[src/rtl/pci_dtrk_pkg.sv]
// Package: shared types for the PCI target data-phase tracker.
// Assumes a 32-bit, single-address-phase bus; all handshake lines active low.
package pci_dtrk_pkg;

    // Tracker state: idle, inside data phases, draining to an idle bus
    typedef enum logic [1:0] {
        TRK_IDLE  = 2'd0,
        TRK_DATA  = 2'd1,
        TRK_DRAIN = 2'd2
    } trk_state_t;

    // Per-clock classification of one sampled data-phase clock
    typedef struct packed {
        logic done;
        logic xfer;
        logic last;
    } phase_ev_t;

    localparam phase_ev_t PHASE_EV_NONE = '{done: 1'b0, xfer: 1'b0, last: 1'b0};

endpackage

[src/rtl/pci_dtrk_start.sv]
// Module: address-phase detector.
// Flags a start when the tracker is idle, FRAME# is sampled low, and the
// previous clock showed an idle bus (FRAME# and IRDY# both high).
// Assumes: the previous-idle history resets to "not idle", so a bus that is
// mid-transaction at reset release is never mistaken for a new address phase.
module pci_dtrk_start (
    input  logic clk,
    input  logic rst_n,
    input  logic in_idle,
    input  logic frame_n,
    input  logic irdy_n,
    output logic start
);

    logic bus_was_idle_q;

    // Remember whether the bus was idle at the previous edge
    always_ff @(posedge clk) begin
        if (!rst_n) begin
            bus_was_idle_q <= 1'b0;
        end else begin
            bus_was_idle_q <= frame_n & irdy_n;
        end
    end

    // Start condition: first FRAME# assertion after an idle clock
    always_comb begin
        start = in_idle & ~frame_n & bus_was_idle_q;
    end

endmodule

[src/rtl/pci_dtrk_classify.sv]
// Module: data-phase classifier.
// Decodes completion, transfer and final-phase conditions from the
// handshake lines while the tracker is in the data state, and registers
// them into one-clock strobes.
// Assumes: handshake inputs are sampled at the rising edge of clk.
module pci_dtrk_classify
    import pci_dtrk_pkg::*;
(
    input  logic      clk,
    input  logic      rst_n,
    input  logic      in_data,
    input  logic      frame_n,
    input  logic      irdy_n,
    input  logic      trdy_n,
    input  logic      stop_n,
    output phase_ev_t ev,
    output phase_ev_t ev_q
);

    logic completes;

    // Decode the current clock's data-phase events
    always_comb begin
        completes = ~irdy_n & (~trdy_n | ~stop_n);
        ev        = PHASE_EV_NONE;
        if (in_data) begin
            ev.done = completes;
            ev.xfer = ~irdy_n & ~trdy_n;
            ev.last = completes & ((frame_n & ~trdy_n) | ~stop_n);
        end
    end

    // Register the events into strobes for the outputs
    always_ff @(posedge clk) begin
        if (!rst_n) begin
            ev_q <= PHASE_EV_NONE;
        end else begin
            ev_q <= ev;
        end
    end

    // a completion strobe needs IRDY# low in a data-state clock
    assert_done_bus_R3: assert property (@(posedge clk) disable iff (!rst_n)
        ev_q.done |-> ($past(~irdy_n) && $past(in_data)));

    // data moves only with IRDY# and TRDY# both low
    assert_xfer_bus_R4: assert property (@(posedge clk) disable iff (!rst_n)
        ev_q.xfer |-> ($past(~irdy_n) && $past(~trdy_n)));

    // final phase needs FRAME# high or STOP# low
    assert_last_bus_R5: assert property (@(posedge clk) disable iff (!rst_n)
        ev_q.last |-> ($past(frame_n) || $past(~stop_n)));

endmodule

[src/rtl/pci_dtrk_addr.sv]
// Module: address, command and phase-count keeper.
// Loads address/command at the address phase, decides linear versus
// non-linear mode from the two low address bits, advances the address by
// one dword per transfer in linear mode, holds a disconnect request in
// non-linear mode, and counts completed phases.
// Assumes: ev is already gated to the data state by the classifier.
module pci_dtrk_addr
    import pci_dtrk_pkg::*;
#(
    parameter int ADDR_W       = 32,
    parameter int CMD_W        = 4,
    parameter int CNT_W        = 8,
    parameter int STEP_BYTES   = 4,
    parameter bit CNT_SATURATE = 1'b1
) (
    input  logic              clk,
    input  logic              rst_n,
    input  logic              start,
    input  logic [ADDR_W-1:0] ad,
    input  logic [CMD_W-1:0]  cbe_n,
    input  phase_ev_t         ev,
    output logic [ADDR_W-1:0] cur_addr,
    output logic [CMD_W-1:0]  cmd,
    output logic              disc_req,
    output logic [CNT_W-1:0]  phase_cnt
);

    localparam int               LOW_BITS = $clog2(STEP_BYTES);
    localparam logic [CNT_W-1:0] CNT_MAX  = '1;
    localparam logic [ADDR_W-1:0] STEP    = ADDR_W'(STEP_BYTES);

    logic              linear_q;
    logic [CNT_W-1:0]  cnt_next;

    // Next phase count: wrap or saturate as the parameter selects
    generate
        if (CNT_SATURATE) begin : g_sat
            always_comb begin
                cnt_next = (phase_cnt == CNT_MAX) ? phase_cnt : phase_cnt + 1'b1;
            end
        end else begin : g_wrap
            always_comb begin
                cnt_next = phase_cnt + 1'b1;
            end
        end
    endgenerate

    // Capture at address phase, then track address, mode and count
    always_ff @(posedge clk) begin
        if (!rst_n) begin
            cur_addr  <= '0;
            cmd       <= '0;
            linear_q  <= 1'b0;
            disc_req  <= 1'b0;
            phase_cnt <= '0;
        end else if (start) begin
            cur_addr  <= ad;
            cmd       <= cbe_n;
            linear_q  <= (ad[LOW_BITS-1:0] == '0);
            disc_req  <= (ad[LOW_BITS-1:0] != '0);
            phase_cnt <= '0;
        end else begin
            if (ev.xfer && linear_q) begin
                cur_addr <= cur_addr + STEP;
            end
            if (ev.done) begin
                phase_cnt <= cnt_next;
            end
            if (ev.last) begin
                disc_req <= 1'b0;
            end
        end
    end

    // each linear transfer moves the address by one step
    assert_addr_step_R6: assert property (@(posedge clk) disable iff (!rst_n)
        (ev.xfer && linear_q && !start) |=> (cur_addr == $past(cur_addr) + STEP));

    // while a disconnect is pending the address does not move
    assert_disc_hold_R7: assert property (@(posedge clk) disable iff (!rst_n)
        (disc_req && !start) |=> $stable(cur_addr));

    // a saturated count stays saturated until the next start
    assert_cnt_sat_R9: assert property (@(posedge clk) disable iff (!rst_n)
        (CNT_SATURATE && phase_cnt == CNT_MAX && !start) |=> (phase_cnt == CNT_MAX));

endmodule

[src/rtl/pci_dphase_tracker.sv]
// Module: PCI target data-phase tracker (top).
// Sequences idle -> data -> drain around the address-phase detector, the
// data-phase classifier and the address keeper; all outputs are registered.
// Assumes: one 32-bit single address phase per transaction, synchronous
// active-low reset, all bus lines sampled on the rising PCI clock edge.
module pci_dphase_tracker
    import pci_dtrk_pkg::*;
#(
    parameter int ADDR_W = 32,
    parameter int CMD_W  = 4,
    parameter int CNT_W  = 8
) (
    input  logic              clk,
    input  logic              rst_n,
    input  logic              frame_n,
    input  logic              irdy_n,
    input  logic              trdy_n,
    input  logic              stop_n,
    input  logic [ADDR_W-1:0] ad,
    input  logic [CMD_W-1:0]  cbe_n,
    output logic              busy,
    output logic [CMD_W-1:0]  cmd,
    output logic [ADDR_W-1:0] cur_addr,
    output logic              xfer,
    output logic              phase_done,
    output logic              last_phase,
    output logic              disc_req,
    output logic [CNT_W-1:0]  phase_cnt
);

    trk_state_t state_q, state_d;
    phase_ev_t  ev, ev_q;
    logic       start;

    pci_dtrk_start u_start (
        .clk     (clk),
        .rst_n   (rst_n),
        .in_idle (state_q == TRK_IDLE),
        .frame_n (frame_n),
        .irdy_n  (irdy_n),
        .start   (start)
    );

    pci_dtrk_classify u_classify (
        .clk     (clk),
        .rst_n   (rst_n),
        .in_data (state_q == TRK_DATA),
        .frame_n (frame_n),
        .irdy_n  (irdy_n),
        .trdy_n  (trdy_n),
        .stop_n  (stop_n),
        .ev      (ev),
        .ev_q    (ev_q)
    );

    pci_dtrk_addr #(
        .ADDR_W (ADDR_W),
        .CMD_W  (CMD_W),
        .CNT_W  (CNT_W)
    ) u_addr (
        .clk       (clk),
        .rst_n     (rst_n),
        .start     (start),
        .ad        (ad),
        .cbe_n     (cbe_n),
        .ev        (ev),
        .cur_addr  (cur_addr),
        .cmd       (cmd),
        .disc_req  (disc_req),
        .phase_cnt (phase_cnt)
    );

    // Next-state decode for the transaction sequencer
    always_comb begin
        state_d = state_q;
        unique case (state_q)
            TRK_IDLE:  if (start) state_d = TRK_DATA;
            TRK_DATA:  if (ev.last) state_d = TRK_DRAIN;
            TRK_DRAIN: if (frame_n && irdy_n) state_d = TRK_IDLE;
            default:   state_d = TRK_IDLE;
        endcase
    end

    // State register
    always_ff @(posedge clk) begin
        if (!rst_n) begin
            state_q <= TRK_IDLE;
        end else begin
            state_q <= state_d;
        end
    end

    // Drive the registered outputs
    always_comb begin
        busy       = (state_q != TRK_IDLE);
        xfer       = ev_q.xfer;
        phase_done = ev_q.done;
        last_phase = ev_q.last;
    end

    // draining ends exactly when the bus is sampled idle
    assert_drain_exit_R8: assert property (@(posedge clk) disable iff (!rst_n)
        (state_q == TRK_DRAIN && frame_n && irdy_n) |=> (state_q == TRK_IDLE));

    // a start can never come straight out of the drain state
    assert_no_start_drain_R8: assert property (@(posedge clk) disable iff (!rst_n)
        (state_q == TRK_DRAIN) |=> (state_q != TRK_DATA));

    // strobes are silent while idle
    assert_quiet_idle_R10: assert property (@(posedge clk) disable iff (!rst_n)
        (state_q == TRK_IDLE) |-> (!xfer && !phase_done && !last_phase));

    // a final phase always moves the tracker into draining
    assert_last_leaves_R5: assert property (@(posedge clk) disable iff (!rst_n)
        last_phase |-> (state_q == TRK_DRAIN));

endmodule

[config.mk]
export PLATFORM = sky130hd
export DESIGN_NAME = pci_dphase_tracker
export DESIGN_NICKNAME = d
export VERILOG_FILES = /design/src/rtl/pci_dtrk_pkg.sv /design/src/rtl/pci_dtrk_start.sv /design/src/rtl/pci_dtrk_classify.sv /design/src/rtl/pci_dtrk_addr.sv /design/src/rtl/pci_dphase_tracker.sv
export SDC_FILE = /design/constraint.sdc
export NUM_CORES = 1
export LEC_CHECK = 0
export BUFFER_PORTS_ARGS = -buffer_cell sky130_fd_sc_hd__buf_2
export CORE_ASPECT_RATIO = 1.2
export CORE_MARGIN = 2
export CORE_UTILIZATION = 50
export DETAILED_ROUTE_END_ITERATION = 8
export PLACE_DENSITY = 0.83
export SETUP_SLACK_MARGIN = 0.2
export SLEW_MARGIN = 25
export SYNTH_ARGS = -nofsm -noshare
export SYNTH_HDL_FRONTEND = slang
export SYNTH_HIERARCHICAL = 1
export SYNTH_SLANG_ARGS = --single-unit
[constraint.sdc]
create_clock -name clk -period 2.45 [get_ports clk]
set_input_delay 0.1225 -clock clk [delete_from_list [all_inputs] [get_ports clk]]
set_output_delay 0.1225 -clock clk [all_outputs]
set_load 0.005 [all_outputs]
# Word-level counts from Yosys, hierarchy flattened
# Index checks and enable logic that the tools add are counted.
# word_totals
regBits,52
latchBits,0
mem_bits_rw,0
rom_bits,0
inputBits,42
elab_cells,53
memories,0
# classes
addsub,2
n_mul,0
n_div,0
n_lt_le_gt_ge,0
n_eq_ne,6
shifts,0
n_mux,9
bitwise_logic,15
n_reduce_logical,11
# ops
op,count
$mux W32,2
$add A32 B3 Y32 const B,1
$add A8 B1 Y8 const B,1
$eq A8 B8 Y1 const B,1
$reduce_bool A2 Y1,4
$and A1 B1 Y1,7
$mux W2,3
$ne A2 B2 Y1 const B,3
$not A1 Y1,6
$pmux W2 S3,1
$logic_not A2 Y1,2
$mux W3,1
$reduce_and A3 Y1,1
$eq A2 B1 Y1 const B,1
$eq A2 B2 Y1 const B,1
$logic_and A1 B1 Y1,2
$mux W1,2
$or A1 B1 Y1,2
$reduce_and A2 Y1,1
$reduce_or A2 Y1,1

# Longest topological paths before layout
# logic_depth
word_depth,8
ltp_mapped,8
depth_no_buf,7

# By module
# The synthesis kept the hierarchy.
# by_module_without_submodules
module,instances,cells_per_inst,area_per_inst_um2,seq_area_each_um2
pci_dtrk_addr,1,287,2426.1,920.9
pci_dtrk_classify,1,12,131.4,60.1
pci_dphase_tracker,1,12,96.3,40.0
pci_dtrk_start,1,3,36.3,20.0

# Least setup slack after synthesis
# Ideal clock, no wire load.
# synth_path
path_kind,register to register
from,reg state_q[1]
to,reg u_addr.cur_addr[21]
arrival_ns,1.992
required_ns,2.376
setup_slack_ns,0.384
path_stages_with_launch,9
path_cell_list,dfxtp_1 > and2b_2 > nand2b_4 > nor2_1 > nand2_1 > or4_1 > buf_2 > or4_1 > a31oi_1
# synth_lines
element,line,source
from (decl),pci_dphase_tracker.sv:31,"trk_state_t state_q, state_d;"
from (signal assigned),pci_dphase_tracker.sv:89,state_q <= state_d;
to (signal assigned),pci_dtrk_addr.sv:64,cur_addr <= cur_addr + STEP;
to (decl),pci_dtrk_addr.sv:22,"output logic [ADDR_W-1:0] cur_addr,"

==> results.cfg <==
[outcome]
status = completed

[clocking]
cts_resized = 1
clk_latency_ns = 0.31
cts_tree = done
postCtsHoldBufs = 0
cts.htree.levels = 2
cts_made_buffers = 5
cts-root-buf = sky130_fd_sc_hd__clkbuf_8
clock_tree.buffer_depth = 2
cts.repair_timing.setup_buffer_count = 0
clock_sink_count = 52
clkTransAtPathRegs_ns = 0.10

[sta]
final_period_minus_worst_setup_slack_ns = 2.132
rsz_0062_raised_after_global_routing = no
fin_setup_tns_ns = 0
report.final.slew_viol_count = 0
worst_pin_slew_ns = 0.6981
finalHoldViolations = 0
timing.slew.headroom = 0.5346
timing.final.setup_violations = 0
worst_clock_skew_ns = 0.003701
max_clock_freq_mhz = 469.1
post-route-period-util = 0.8700
fin_ws_ns = 0.3184

[logic_synthesis]
synth.distinct_cells = 46
netlist_area_mm2 = 0.002690
synth_instances = 314
area_share_of_the_leading_cell_type_in_the_synthesized_netlist = 0.3870
synth_sequential_area_ratio = 0.3870
synth_flop_cell = sky130_fd_sc_hd__dfxtp_1
syn_area_cell_um2 = 8.567
syn_nets = 358
synth-warning-count = 6
synth-edff-count = 0
netlist_top_cells_area = sky130_fd_sc_hd__dfxtp_1, sky130_fd_sc_hd__o21ai_0, sky130_fd_sc_hd__a21oi_1
synth_top_cell_by_area = sky130_fd_sc_hd__dfxtp_1
ys_seq_elements = 52
postSynth.asyncResetShare = 0

[critical_path]
regToRegStartpoint = state_q[1]
startpoint = state_q[1]
worstSetupStartpointType = register
ff2ff_path_depth = 8
regToRegEndpoint = u_addr/cur_addr[29]
worst_case_register_to_register_setup_slack_ns = 0.32
critical_path_data_arrival_time_ns = 2.37
crit_end = u_addr/cur_addr[29]
timing.critical_path.cells = and2b_2 -> nand2b_4 -> nor2_4 -> nand2_1 -> buf_4 -> or3_4 -> or4_1 -> a31oi_1
critical-path-max-stage-delay_ns = 0.50
cp_max_delay_cell = sky130_fd_sc_hd__or4_1
required_ns = 2.69
kind_of_critical_path = reg2reg
worstSetupEndpointType = register
crit_fanout = 10

[drt]
drt-initial-drc-count = 126
post_drt_via_cell_ratio = 5.787
via_count = 2685
remaining_number_of_nets_flagged_by_the_antenna_check_after_routing = 0
drt_wl_total_um = 6561
drt_first_pass_iters = 4
post-route-drc-count = 0
routed_wire_length_per_instance_um = 14.14

[finish]
final_design_area_no_fill_mm2 = 0.003317
layout-area-overhead-vs-synth_pct = 23.30
post_route_cells_drive_above_1_share = 0.3085
finish.utilization = 0.6348
final_nets = 445
antenna_cells_inserted = 0

[floorplanning]
rows = 29
core_mm2 = 0.005225
chipWidth_um = 70.96
floorplan.io_pins = 91
fp.dieArea_mm2 = 0.005985
dieHeight_um = 84.35
initial_core_utilization = 0.5148

[run]
timing.max_cap.violations = 0

[grt]
groute.usage.overall = 0.2198
grt_first_pass_wirelength_um = 10880
maximum_number_of_pins_on_one_net_before_global_route_repair = 48
number_of_global_route_vias_before_repair = 2571
grt_antenna_before_repair = 0
grt_overflow = 0

[hold_path]
min_path_type = in2reg
worst_hold_startpoint = stop_n

[power]
design_power_total_w = 0.001579
cell_internal_power_w = 0.001180
p_per_area_mw_per_mm2 = 475.9
power.share.sequential = 0.570
pwr-share-comb = 0.097
pwr-share-clk = 0.333
p_leak_nw = 1.393
power.share.switching = 0.2527
peakVddDrop_mv = 0.3010
switchingPower_w = 0.0003990

[place]
finalWeightedCongestion = 0.9122
place.port_buffers = 90
dpl.hpwl_um = 4724
dpl-instance-area_mm2 = 0.003202
preCtsSetupSlack_ns = 0.1669
==> synthesized netlist by cell type (all sizes together) (2+ instances only) <==
master	number
nand4	15
xnor2	8
xor2	6
and4	5
nand3b	4
nor3	8
o311a	3
nor4	5
a21oi	19
nor2b	8
nor2	9
a31o	5
buf	2
or3	6
inv	11
ha	2
clkbuf	14
or4	10
o31ai	8
o211a	4
and2	6
nand2	17
o21ai	25
dfxtp	52
mux2i	8
or2	3
and3	5
nand3	12
o21a	2
a31oi	14
nand2b	9
==> critical path, delay by kind of cell, from the launching register on <==
kind	cells	cell delay [ns]
AOI/OAI and AO/OA	1	0.17
buffers and inverters	1	0.18
DFF	1	0.34
and+or+nand+nor	6	1.37
==> worst min-delay path by stage <==
stage                               to  slack [ns]  depth (start not counted)
floorplan           u_classify/ev_q[1]        0.19                          1
global placement    u_addr/cur_addr[4]        0.35                          2
detailed placement  u_addr/cur_addr[4]        0.35                          2
CTS                 u_classify/ev_q[2]        0.02                          2
global route        u_classify/ev_q[2]        0.03                          2
finish              u_classify/ev_q[2]        0.02                          2
==> cell families after synthesis <==
logic type,after synthesis,share of synthesized area
flops,52,0.3870
xor+xnor,14,0.04558
compound gates,85,0.2014
mux,8,0.02977
fa+ha+maj,2,0.009301
buf+inv,27,0.03814
simple gates,126,0.2888
==> routing by layer <==
layer	routed length (µm)	GRT usage	vias up	share of wire
met1	2812	0.2569	1264	0.43
li1	-	-	1351	-
met4	89	0.08405	0	0.014
met2	3337	0.3951	63	0.51
met3	322	0.03842	7	0.049
met5	0	0	-	0
==> flip-flops by register name, indices dropped and copies added, names as in the netlist <==
register,count
u_addr/linear_q,1
state_q,2
u_addr/disc_req,1
u_start/bus_was_idle_q,1
u_addr/cur_addr,32
u_addr/cmd,4
u_addr/phase_cnt,8
u_classify/ev_q,3
==> area by class of cell <==
type                       instances  area [µm²]
clock buffer                       6       82.58
clock inverter                     2       15.01
fill                             470        1908
inverter                          11       41.29
multi-input combinational        235        1563
sequential                        52        1042
tap                               62       77.57
timing repair buffer              96       495.5
==> power by group through the flow <==
stage,sequential [W],combinational [W],clock (W)
after detailed placement,0.000919,0.000153,0
final,0.000900,0.000153,0.000526
after CTS,0.000899,0.000154,0.000539
after global placement,0.000917,0.000150,0
after global routing,0.000905,0.000171,0.000566
after floorplan,0.000916,0.0000763,0
==> through the flow <==
step           hold WS (ns)  std cells
2_1_floorplan        0.1932        314
3_3_place_gp         0.3464        456
3_5_place_dp         0.3518        456
4_1_cts             0.01929        464
5_1_grt             0.02914        464
6_report            0.02397        464
==> cells in the final DEF, fill, tap and decap left out, types with 2 or more instances in the layout <==
cell type	Yosys	routed
sky130_fd_sc_hd__a21oi_1	19	19
sky130_fd_sc_hd__a31o_2	5	5
sky130_fd_sc_hd__a31oi_1	14	14
sky130_fd_sc_hd__and2_1	6	6
sky130_fd_sc_hd__and3_1	4	4
sky130_fd_sc_hd__and4_1	5	5
sky130_fd_sc_hd__buf_2	1	90
sky130_fd_sc_hd__buf_4	0	6
sky130_fd_sc_hd__clkbuf_8	0	6
sky130_fd_sc_hd__clkinvlp_4	0	2
sky130_fd_sc_hd__dfxtp_1	52	51
sky130_fd_sc_hd__ha_1	2	2
sky130_fd_sc_hd__inv_1	10	10
sky130_fd_sc_hd__mux2i_1	8	8
sky130_fd_sc_hd__nand2_1	17	17
sky130_fd_sc_hd__nand2b_1	7	7
sky130_fd_sc_hd__nand2b_4	2	2
sky130_fd_sc_hd__nand3_1	12	12
sky130_fd_sc_hd__nand3b_1	4	4
sky130_fd_sc_hd__nand4_1	14	14
sky130_fd_sc_hd__nor2_1	9	8
sky130_fd_sc_hd__nor2b_1	8	8
sky130_fd_sc_hd__nor3_1	8	8
sky130_fd_sc_hd__nor4_1	5	5
sky130_fd_sc_hd__o211a_1	4	4
sky130_fd_sc_hd__o21a_1	2	2
sky130_fd_sc_hd__o21ai_0	25	25
sky130_fd_sc_hd__o311a_1	3	3
sky130_fd_sc_hd__o31ai_1	8	8
sky130_fd_sc_hd__or2_2	3	3
sky130_fd_sc_hd__or3_1	6	5
sky130_fd_sc_hd__or4_1	9	8
sky130_fd_sc_hd__or4_4	1	2
sky130_fd_sc_hd__xnor2_1	8	8
sky130_fd_sc_hd__xor2_1	6	6
(Power assumes the default switching activity.)
